<file path="src/rtl/l2dir_pkg.sv">
package l2dir_pkg;

   typedef enum logic [1:0] {
      ST_NP   = 2'd0,
      ST_ISS  = 2'd1,
      ST_MTMB = 2'd2,
      ST_MT   = 2'd3
   } line_state_e;

endpackage

</file>
<file path="src/rtl/l2dir_addr_split.sv">
module l2dir_addr_split #(
   parameter int ADDR_W  = 16,
   parameter int OFF_W   = 6,
   parameter int BANK_W  = 2,
   parameter int BANK_ID = 1,
   parameter int IDX_W   = 4,
   localparam int TAG_W  = ADDR_W - OFF_W - BANK_W - IDX_W
) (
   input  logic [ADDR_W-1:0] addr,
   output logic [IDX_W-1:0]  idx,
   output logic [TAG_W-1:0]  tag,
   output logic              home
);

   assign idx = addr[OFF_W+BANK_W +: IDX_W];
   assign tag = addr[ADDR_W-1 -: TAG_W];

   generate
      if (BANK_W == 0) begin : g_single_bank
         assign home = 1'b1;
      end else begin : g_interleaved
         localparam logic [BANK_W-1:0] MY_BANK = BANK_W'(BANK_ID);
         assign home = (addr[OFF_W +: BANK_W] == MY_BANK);
      end
   endgenerate

endmodule

</file>
<file path="src/rtl/l2dir_miss_ctr.sv">
module l2dir_miss_ctr #(
   parameter int CNT_W = 16
) (
   input  logic             clk,
   input  logic             rst_n,
   input  logic             inc,
   output logic [CNT_W-1:0] count
);

   always_ff @(posedge clk or negedge rst_n) begin
      if (!rst_n) count <= '0;
      else if (inc) count <= count + CNT_W'(1);
   end

   // the counter moves by at most one per cycle
   p_count_step_r7: assert property (@(posedge clk) disable iff (!rst_n)
      1'b1 |=> ((count - $past(count)) <= CNT_W'(1)));

endmodule

</file>
<file path="src/rtl/l2dir_tag_dir.sv">
module l2dir_tag_dir
   import l2dir_pkg::*;
#(
   parameter int SETS   = 16,
   parameter int IDX_W  = 4,
   parameter int TAG_W  = 4,
   parameter int NUM_L1 = 8,
   parameter int SRC_W  = 3
) (
   input  logic              clk,
   input  logic              rst_n,
   input  logic              alloc_en,
   input  logic [IDX_W-1:0]  alloc_idx,
   input  logic [TAG_W-1:0]  alloc_tag,
   input  logic [SRC_W-1:0]  alloc_src,
   input  logic              fill_vld,
   input  logic [IDX_W-1:0]  fill_idx,
   input  logic [TAG_W-1:0]  fill_tag,
   input  logic              unb_vld,
   input  logic [IDX_W-1:0]  unb_idx,
   input  logic [TAG_W-1:0]  unb_tag,
   input  logic [SRC_W-1:0]  unb_src,
   input  logic [IDX_W-1:0]  rq_idx,
   input  logic [IDX_W-1:0]  prb_idx,
   output line_state_e       rq_state,
   output logic              fill_hit,
   output logic [SRC_W-1:0]  fill_owner,
   output line_state_e       prb_state,
   output logic [SRC_W-1:0]  prb_owner,
   output logic [NUM_L1-1:0] prb_sharers
);

   line_state_e       state_q [SETS];
   logic [TAG_W-1:0]  tag_q   [SETS];
   logic [SRC_W-1:0]  owner_q [SETS];
   logic [NUM_L1-1:0] shr_q   [SETS];
   logic              unb_hit;

   assign rq_state    = state_q[rq_idx];
   assign prb_state   = state_q[prb_idx];
   assign prb_owner   = owner_q[prb_idx];
   assign prb_sharers = shr_q[prb_idx];
   assign fill_owner  = owner_q[fill_idx];

   assign fill_hit = fill_vld && (state_q[fill_idx] == ST_ISS)
                     && (tag_q[fill_idx] == fill_tag);
   assign unb_hit  = unb_vld && (state_q[unb_idx] == ST_MTMB)
                     && (tag_q[unb_idx] == unb_tag)
                     && (owner_q[unb_idx] == unb_src);

   // The three updates hit sets in different states, so never the same set.
   always_ff @(posedge clk or negedge rst_n) begin
      if (!rst_n) begin
         for (int s = 0; s < SETS; s++) begin
            state_q[s] <= ST_NP;
            tag_q[s]   <= '0;
            owner_q[s] <= '0;
            shr_q[s]   <= '0;
         end
      end else begin
         if (alloc_en) begin
            state_q[alloc_idx] <= ST_ISS;
            tag_q[alloc_idx]   <= alloc_tag;
            owner_q[alloc_idx] <= alloc_src;
            shr_q[alloc_idx]   <= '0;
         end
         if (fill_hit) state_q[fill_idx] <= ST_MTMB;
         if (unb_hit) begin
            state_q[unb_idx] <= ST_MT;
            shr_q[unb_idx]   <= NUM_L1'(1) << owner_q[unb_idx];
         end
      end
   end

   // allocation only ever targets a not-present set
   p_alloc_free_set_r6: assert property (@(posedge clk) disable iff (!rst_n)
      alloc_en |-> (state_q[alloc_idx] == ST_NP));

   // a filled set is in MT_MB on the next cycle
   p_fill_to_mtmb_r4: assert property (@(posedge clk) disable iff (!rst_n)
      (fill_hit && !alloc_en) |=> (state_q[$past(fill_idx)] == ST_MTMB));

endmodule

</file>
<file path="src/rtl/l2dir_bank.sv">
module l2dir_bank
   import l2dir_pkg::*;
#(
   parameter int ADDR_W  = 16,
   parameter int OFF_W   = 6,
   parameter int BANK_W  = 2,
   parameter int BANK_ID = 1,
   parameter int SETS    = 16,
   parameter int NUM_L1  = 8,
   parameter int DATA_W  = 32,
   parameter int CNT_W   = 16,
   localparam int IDX_W  = $clog2(SETS),
   localparam int SRC_W  = $clog2(NUM_L1),
   localparam int TAG_W  = ADDR_W - OFF_W - BANK_W - IDX_W
) (
   input  logic              clk,
   input  logic              rst_n,
   input  logic              req_valid,
   output logic              req_ready,
   input  logic [ADDR_W-1:0] req_addr,
   input  logic [SRC_W-1:0]  req_src,
   output logic              excl_valid,
   output logic [NUM_L1-1:0] excl_dst,
   output logic [ADDR_W-1:0] excl_addr,
   output logic [DATA_W-1:0] excl_data,
   input  logic              unb_valid,
   input  logic [ADDR_W-1:0] unb_addr,
   input  logic [SRC_W-1:0]  unb_src,
   output logic              mem_req_valid,
   input  logic              mem_req_ready,
   output logic [ADDR_W-1:0] mem_req_addr,
   input  logic              mem_rsp_valid,
   input  logic [ADDR_W-1:0] mem_rsp_addr,
   input  logic [DATA_W-1:0] mem_rsp_data,
   output logic [CNT_W-1:0]  miss_count,
   input  logic [ADDR_W-1:0] prb_addr,
   output logic [1:0]        prb_state,
   output logic [SRC_W-1:0]  prb_owner,
   output logic [NUM_L1-1:0] prb_sharers
);

   // elaboration-time parameter checks
   generate
      if (SETS < 2 || (1 << IDX_W) != SETS) begin : g_bad_sets
         $error("SETS must be a power of two, at least 2");
      end
      if (NUM_L1 < 2) begin : g_bad_l1
         $error("NUM_L1 must be at least 2");
      end
      if (OFF_W < 1) begin : g_bad_off
         $error("OFF_W must be at least 1");
      end
      if (TAG_W < 1) begin : g_bad_tag
         $error("address too narrow for offset, bank and index fields");
      end
      if (BANK_W > 0 && BANK_ID >= (1 << BANK_W)) begin : g_bad_bank
         $error("BANK_ID does not fit in BANK_W bits");
      end
   endgenerate

   localparam int N_PORTS = 4;  // request, memory data, unblock, probe

   logic [ADDR_W-1:0] port_addr [N_PORTS];
   logic [IDX_W-1:0]  port_idx  [N_PORTS];
   logic [TAG_W-1:0]  port_tag  [N_PORTS];
   logic              port_home [N_PORTS];

   assign port_addr[0] = req_addr;
   assign port_addr[1] = mem_rsp_addr;
   assign port_addr[2] = unb_addr;
   assign port_addr[3] = prb_addr;

   generate
      for (genvar p = 0; p < N_PORTS; p++) begin : g_split
         l2dir_addr_split #(
            .ADDR_W (ADDR_W),
            .OFF_W  (OFF_W),
            .BANK_W (BANK_W),
            .BANK_ID(BANK_ID),
            .IDX_W  (IDX_W)
         ) u_split (
            .addr(port_addr[p]),
            .idx (port_idx[p]),
            .tag (port_tag[p]),
            .home(port_home[p])
         );
      end
   endgenerate

   line_state_e       rq_state;
   line_state_e       prb_state_e;
   logic              fill_hit;
   logic [SRC_W-1:0]  fill_owner;
   logic              slot_free;
   logic              accept;
   logic              fill_vld;
   logic              unb_vld;
   logic [ADDR_W-1:0] req_line;
   logic [ADDR_W-1:0] rsp_line;

   assign slot_free = !mem_req_valid || mem_req_ready;
   assign req_ready = port_home[0] && (rq_state == ST_NP) && slot_free;
   assign accept    = req_valid && req_ready;
   assign fill_vld  = mem_rsp_valid && port_home[1];
   assign unb_vld   = unb_valid && port_home[2];
   assign req_line  = {req_addr[ADDR_W-1:OFF_W], {OFF_W{1'b0}}};
   assign rsp_line  = {mem_rsp_addr[ADDR_W-1:OFF_W], {OFF_W{1'b0}}};
   assign prb_state = prb_state_e;

   l2dir_tag_dir #(
      .SETS  (SETS),
      .IDX_W (IDX_W),
      .TAG_W (TAG_W),
      .NUM_L1(NUM_L1),
      .SRC_W (SRC_W)
   ) u_dir (
      .clk        (clk),
      .rst_n      (rst_n),
      .alloc_en   (accept),
      .alloc_idx  (port_idx[0]),
      .alloc_tag  (port_tag[0]),
      .alloc_src  (req_src),
      .fill_vld   (fill_vld),
      .fill_idx   (port_idx[1]),
      .fill_tag   (port_tag[1]),
      .unb_vld    (unb_vld),
      .unb_idx    (port_idx[2]),
      .unb_tag    (port_tag[2]),
      .unb_src    (unb_src),
      .rq_idx     (port_idx[0]),
      .prb_idx    (port_idx[3]),
      .rq_state   (rq_state),
      .fill_hit   (fill_hit),
      .fill_owner (fill_owner),
      .prb_state  (prb_state_e),
      .prb_owner  (prb_owner),
      .prb_sharers(prb_sharers)
   );

   // memory fetch slot
   always_ff @(posedge clk or negedge rst_n) begin
      if (!rst_n) begin
         mem_req_valid <= 1'b0;
         mem_req_addr  <= '0;
      end else if (accept) begin
         mem_req_valid <= 1'b1;
         mem_req_addr  <= req_line;
      end else if (mem_req_ready) begin
         mem_req_valid <= 1'b0;
      end
   end

   // exclusive data response to the recorded requester
   always_ff @(posedge clk or negedge rst_n) begin
      if (!rst_n) begin
         excl_valid <= 1'b0;
         excl_dst   <= '0;
         excl_addr  <= '0;
         excl_data  <= '0;
      end else begin
         excl_valid <= fill_hit;
         if (fill_hit) begin
            excl_dst  <= NUM_L1'(1) << fill_owner;
            excl_addr <= rsp_line;
            excl_data <= mem_rsp_data;
         end
      end
   end

   l2dir_miss_ctr #(.CNT_W(CNT_W)) u_miss (
      .clk  (clk),
      .rst_n(rst_n),
      .inc  (accept),
      .count(miss_count)
   );

   // every accepted request yields a line-aligned fetch next cycle
   p_fetch_after_accept_r2: assert property (@(posedge clk) disable iff (!rst_n)
      (req_valid && req_ready) |=> (mem_req_valid && (mem_req_addr[OFF_W-1:0] == '0)));

   // a stalled fetch holds its address
   p_fetch_hold_r3: assert property (@(posedge clk) disable iff (!rst_n)
      (mem_req_valid && !mem_req_ready) |=> (mem_req_valid && $stable(mem_req_addr)));

   // the response goes to exactly one L1
   p_resp_onehot_r4: assert property (@(posedge clk) disable iff (!rst_n)
      excl_valid |-> ($countones(excl_dst) == 1));

   // a stable owned line has a single sharer, the owner
   p_mt_single_sharer_r5: assert property (@(posedge clk) disable iff (!rst_n)
      (prb_state == 2'd3) |-> (($countones(prb_sharers) == 1) && prb_sharers[prb_owner]));

   // a foreign-bank request never enters the fetch path
   p_foreign_no_fetch_r1: assert property (@(posedge clk) disable iff (!rst_n)
      (req_valid && !port_home[0] && !mem_req_valid) |=> !mem_req_valid);

endmodule

</file>
<file path="config.mk">
export PLATFORM = sky130hd
export DESIGN_NAME = l2dir_bank
export DESIGN_NICKNAME = d
export VERILOG_FILES = /design/src/rtl/l2dir_pkg.sv /design/src/rtl/l2dir_addr_split.sv /design/src/rtl/l2dir_miss_ctr.sv /design/src/rtl/l2dir_tag_dir.sv /design/src/rtl/l2dir_bank.sv
export SDC_FILE = /design/constraint.sdc
export NUM_CORES = 1
export LEC_CHECK = 0
export BUFFER_PORTS_ARGS = -buffer_cell sky130_fd_sc_hd__buf_2
export CELL_PAD_IN_SITES_DETAIL_PLACEMENT = 1
export CELL_PAD_IN_SITES_GLOBAL_PLACEMENT = 1
export CORE_MARGIN = 2
export CORE_UTILIZATION = 51
export CTS_CLUSTER_SIZE = 14
export DETAILED_ROUTE_END_ITERATION = 6
export GPL_TIMING_DRIVEN = 0
export PLACE_DENSITY_LB_ADDON = 0.2
export SYNTH_ARGS = -nofsm -noshare
export SYNTH_HDL_FRONTEND = slang
export SYNTH_SLANG_ARGS = --single-unit
</file>
<file path="constraint.sdc">
create_clock -name clk -period 5.35 [get_ports clk]
set_input_delay 0.535 -clock clk [delete_from_list [all_inputs] [get_ports clk]]
set_output_delay 0.535 -clock clk [all_outputs]
set_load 0.005 [all_outputs]
</file>
# Word level (Yosys, flattened, before mapping)
# Index checks and enable logic that the tools add are counted.
# word_totals
ff_bits	350
input_bits	108
output_inout_bits	104
word_cells	173
# op_classes
add_sub_neg	1
n_lt_le_gt_ge	7
n_eq_ne	8
shift	2
muxes	54
bitwise	13
n_reduce_logical	17
# op_table
operator	count
$mux W128	2
$and A128 B128 Y128	1
$bwmux W128	1
$not A128 Y128	1
$mux W32	3
$bwmux W64	1
$demux W8 S4	2
$bwmux W48	1
$bmux W3 S4	3
$and A16 B16 Y16	2
$bmux W2 S4	4
$bmux W4 S4	2
$bmux W8 S4	1
$mux W8	4
$not A16 Y16	2
$or A16 B16 Y16	2
$or A32 B32 Y32	1
$demux W2 S4	3
$mux W2	11
$mux W3	7
$ge A5 B5 Y1 const B	4
$mux W4	5
$not A4 Y5	4
$add A16 B1 Y16 const B	1
14 further kinds	34

# Longest topological paths before layout
# depth
depth_word	13
depth_mapped	13
ltp_nobuf	8

# By module
# Synthesis repeated with hierarchy kept, for this count alone.
# hier_totals
hier_cells	1451
hier_area_um2	18915.6
# by_module_without_submodules
module	instances	cells_each	area_per_inst_um2	seq_area_each_um2
l2dir_tag_dir	1	1194	15434.8	6806.5
l2dir_bank	1	165	2489.9	1551.5
l2dir_miss_ctr	1	56	695.7	400.4
l2dir_addr_split	4	9	73.8	0.0

# Worst setup path before layout
# Ideal clock, no wire load.
# synth_timing
path_type	input to register
start	input port mem_rsp_addr[8]
end	register excl_dst[2]
setup_time_ps	125
t_arrival_ps	3223
t_required_ps	5225
slack_ps	2002
cell_stages	9
path_buffers	4
cell_sequence	buf_2 buf_2 mux4_2 mux4_2 xor2_1 nor4_2 buf_2 buf_2 mux2_2
# synth_between
elab_chain_len	7
elab_cells_between_ends	15
cone_classes	2 x eq/ne; 1 x shift; 9 x mux; 1 x bitwise; 2 x reduce/logical
# synth_lines
element	line	source
start: declaration	l2dir_bank.sv:33	input logic [ADDR_W-1:0] mem_rsp_addr,
$not A4 Y5 (not written as such) *	l2dir_tag_dir.sv:45, l2dir_tag_dir.sv:46	
$bmux W2 S4	l2dir_tag_dir.sv:45	assign fill_hit = fill_vld && (state_q[fill_idx] == ST_ISS)
$mux W2 (not written as such) (2 in a row)	l2dir_tag_dir.sv:45	
$eq A2 B1 Y1	l2dir_tag_dir.sv:45	
$logic_and A1 B1 Y1	l2dir_tag_dir.sv:45	
$logic_and A1 B1 Y1 *	l2dir_tag_dir.sv:46	&& (tag_q[fill_idx] == fill_tag);
net fill_hit	l2dir_bank.sv:92	logic fill_hit;
end signal: assignment	l2dir_bank.sv:163	excl_dst <= NUM_L1'(1) << fill_owner;
end: declaration	l2dir_bank.sv:23	output logic [NUM_L1-1:0] excl_dst,
# The timed path passes the listed nets; every way through them passes the cells marked *. The select of a mux whose other input is x is not followed.
# A chain may end at the register's enable or synchronous reset.

# Worst setup path in the final report
# layout_timing
start	input port unb_addr[9]
end	register u_dir.shr_q[74] in the netlist's numbering
# layout_between
elab_chain_len	9
elab_cells_between_ends	24
cone_classes	2 x order compare; 3 x eq/ne; 1 x shift; 13 x mux; 1 x bitwise; 4 x reduce/logical
# layout_lines
element	line	source
start: declaration	l2dir_bank.sv:27	input logic [ADDR_W-1:0] unb_addr,
$not A4 Y5 (not written as such) *	n/a	
$bmux W2 S4	l2dir_tag_dir.sv:47	assign unb_hit = unb_vld && (state_q[unb_idx] == ST_MTMB)
$mux W2 (not written as such) (2 in a row)	l2dir_tag_dir.sv:47	
$eq A2 B2 Y1	l2dir_tag_dir.sv:47	
$logic_and A1 B1 Y1	l2dir_tag_dir.sv:47	
$logic_and A1 B1 Y1	l2dir_tag_dir.sv:48	&& (tag_q[unb_idx] == unb_tag)
$logic_and A1 B1 Y1	l2dir_tag_dir.sv:49	&& (owner_q[unb_idx] == unb_src);
$mux W128 *	l2dir_tag_dir.sv:68	if (unb_hit) begin
end signal: indexed assignment	l2dir_tag_dir.sv:70	shr_q[unb_idx] <= NUM_L1'(1) << owner_q[unb_idx];
end: declaration	l2dir_tag_dir.sv:36	logic [NUM_L1-1:0] shr_q [SETS];
# Mark *: on every way between the ends. The rest lies on a longest branch, timed or not. The select of a mux whose other input is x is not followed.

==> results.txt <==
Htree depth - 2
Slew Limit Fails - 10
Worst slew pin tran - 1570 ps
CTS tree - yes
Max Buffers Root-to-Sink - 3
Placer congestion estimate - 0.988
Total iterations of the first detailed-routing run - 6
I/O pin total - 212
Maximum fanout along the worst path - 10
WP data arrival - 5250 ps
Post-CTS setup buffer count - 0
Fin util - 60.7%
Die width - 192 um
Top FF cell, synth - dfrtp_1
Largest net degree at the start of global routing - 120
RSZ-0062 raised after global routing - no
Outcome - complete, but fails checks
Minimum clock period - 4770 ps
Placed instance area - 19,600 um2
Synthesized area - 18,000 um2
Final worst slack - 578 ps
Ys Warns - 0
Synth Area per Inst - 11.2 um2
Final hold vios - 0
Max cap viols - 1
Die height - 192 um
Clock transition at path regs - 70 ps
Power density over cell area - 328 nW/um2
Slew headroom - -5.35%
Final setup vio count - 0
Synth top area share - 48.6%
First-pass GRT wire length - 102 mm
Critical Path Source Type - input port
Netlist cell types - 61
Core area - 34,700 um2
Post-cts sizing count - 0
Required @ worst endpoint - 5830 ps
Starting Density - 51.9%
Main combinational cell family by area after synthesis - multiplexers
Initial DRC Count - 1,685
Max frequency - 210 MHz
Root buffer cell - clkbuf_16
Rows - 68
Total Wirelength - 68.7 mm
Seq/Total Area, Yosys - 48.6%
Final non-filler cell area - 21,100 um2
Cts hold-fix bufs - 1
Post-place setup slack - 447 ps
Wire per inst - 29.7 um
Mux contribution to synthesized area - 22.4%
Area grow syn2layout - 16.8%
Max VDD drop - 0.264 mV
XOR/XNOR Fraction of Synth Area - 1.07%
Slowest library cell on the worst path - nor3_2
Worst clock skew - 13.7 ps
CTS Buf Count - 40
Vias in the first global route - 16,100
Layout cells sized above 1 - 26.5%
Post-synthesis simple-gate area fraction - 15.6%
Port Buffers - 160
HP Class - input port to flip-flop
Post-synth ARST share - 100%
WS Path Type - input port to flip-flop
Most frequent CP cell - buf_2
Synth Area in Compound Gates - 8.67%
Final period utilization - 89.2%
Flops & latches, synth - 350
Clock sink total - 350
Fillers - 3,705
Via density - 6.66
Synth area leaders - dfrtp_1, mux4_2, nand2_1
Routed Antenna Nets - 0
Failing checks - capacitance limit, slew limit
Vias - 15,400
DRC violations left - 0
Total track usage - 38.1%
Total die area - 36,900 um2
Post-synth EDFFs - 0
Leading area contributor after synthesis - dfrtp_1
Mapped Cells - 1,605
Layout Nets - 1,935
Grt total ovfl - 0
Leakage - 9.90 nW
Initial antenna violation count - 0
Hpwl dp - 47.7 mm
Cell Chain, Critical Path - buf_2 -> buf_2 -> clkbuf_1 -> nand2_1 -> o21ai_0 -> o32a_1 -> o211ai_1 -> nand4b_1 -> nor3_2 -> buf_4 -> a22o_1
Slowest stage delay, CP - 770 ps
Later-pin clock latency in the skew report - 540 ps
# diodes - 0
Synth Area in Adders - 0.0694%
Crit end category - flip-flop
## cells in the mapped netlist (2+ instances only)
cell and number:
or2_2 7, o21ai_0 31, a211oi_1 3, xor2_1 5, o21bai_1 8, or3b_1 2, a31oi_1 9, nand3b_1 8
and3_1 8, a22o_1 40, mux2_2 59, a32o_1 2, nand4_1 7, and3b_1 4, o32a_1 2, a22oi_1 2
nor3_2 13, mux4_2 127, a32oi_1 4, nand2b_1 9, o31a_1 2, or3_1 3, a21oi_1 12, o2bb2ai_1 49
and2_1 3, nor4_1 4, buf_4 21, mux2i_1 52, dfrtp_1 350, nand2_1 439, o21ai_1 4, clkbuf_1 51
xnor2_1 17, o22ai_1 32, nand4b_1 2, o211ai_1 2, nor3b_1 13, buf_1 18, nor2_1 58, nor3_1 22
nor2b_1 9, buf_2 18, nand3_1 23, inv_1 34
## worst max-delay path, delay by kind of cell
family	cells	cell delay (ps)
and+or+nand+nor	3	1860
AOI/OAI and AO/OA	4	1240
buffers and inverters	4	1590
## per-stage QoR
step | setup TNS, ps | instances | power (mW) | hold WS [ps]
CTS | 0 | 2310 | 6.91 | 217
global placement | -1041130 | 2231 | 3.82 | 457
global route | 0 | 2311 | 7.12 | 223
finish | 0 | 2311 | 6.91 | 233
floorplan | 0 | 1616 | 3.48 | 239
detailed placement | 0 | 2237 | 3.87 | 391
## layout make-up
type	instances	area [um2]	area share, %
buffer	109	519	2.47
clock buffer	53	1140	5.42
clock inverter	19	310	1.47
inverter	34	128	0.606
multi-input combinational	1123	8680	41.2
sequential	350	8760	41.6
tap	455	569	2.70
timing repair buffer	168	956	4.54
## cell usage in the layout (no fill, tap or decap), drive strengths merged, types with 12 or more instances in the layout
cell,synthesis,layout
nor3,35,35
mux2,59,59
inv,34,35
mux2i,52,52
xnor2,17,17
nor3b,13,13
nor2,58,58
nand3,23,23
a22o,40,40
buf,58,224
conb,1,12
a21oi,12,12
o21ai,35,35
dfrtp,350,350
mux4,127,127
nand2,439,439
clkbuf,51,105
o2bb2ai,49,49
o22ai,32,32
## sequential cells by signal, indices dropped and copies added, names as in the netlist
name	count
u_miss.count	16
excl_data	32
excl_addr	10
u_dir.owner_q	48
u_dir.state_q	32
u_dir.tag_q	64
excl_dst	8
u_dir.shr_q	128
mem_req_addr	10
excl_valid	1
mem_req_valid	1
## power breakdown
group	internal, mW	switching [mW]	leakage (nW)	total [mW]
clock network	1.89	1.16	0.707	3.05
registers	2.81	0.167	4.68	2.98
logic	0.378	0.508	4.51	0.886
## routing by layer
layer	global-route usage, %	part of all wire (%)
met2	56.6	43
met3	11.6	12
met5	0	0
met1	50.3	38
met4	20.9	6.2
## cell families (layout without fill, tap and decap cells)
kind of cell    count (synthesis)  in the layout
compound gates                212            212
xor+xnor                       22             22
fa+ha+maj                       1              1
buf+inv                       143            383
flops                         350            350
mux                           238            238
other cells                     1             12
simple gates                  638            638
## worst paths after layout
kind / cells past startpoint / end / slack [ps] / start
worst max-delay path: 11 / u_dir.shr_q[74]$_DFF_PN0_ / 580 / unb_addr[9]
worst min-delay path: 2 / excl_data[9]$_DFFE_PN0N_ / 230 / mem_rsp_data[9]
worst max register to register: 9 / u_dir.shr_q[19]$_DFF_PN0_ / 850 / u_dir.state_q[16]$_DFF_PN0_
worst min register to register: 1 / mem_req_addr[6]$_DFFE_PN0N_ / 470 / mem_req_addr[6]$_DFFE_PN0N_
max in group asynchronous: 4 / u_dir.shr_q[1]$_DFF_PN0_ / 3530 / rst_n
min in group asynchronous: 2 / excl_addr[14]$_DFFE_PN0N_ / 420 / rst_n
Power figures use the tool's default switching activity.
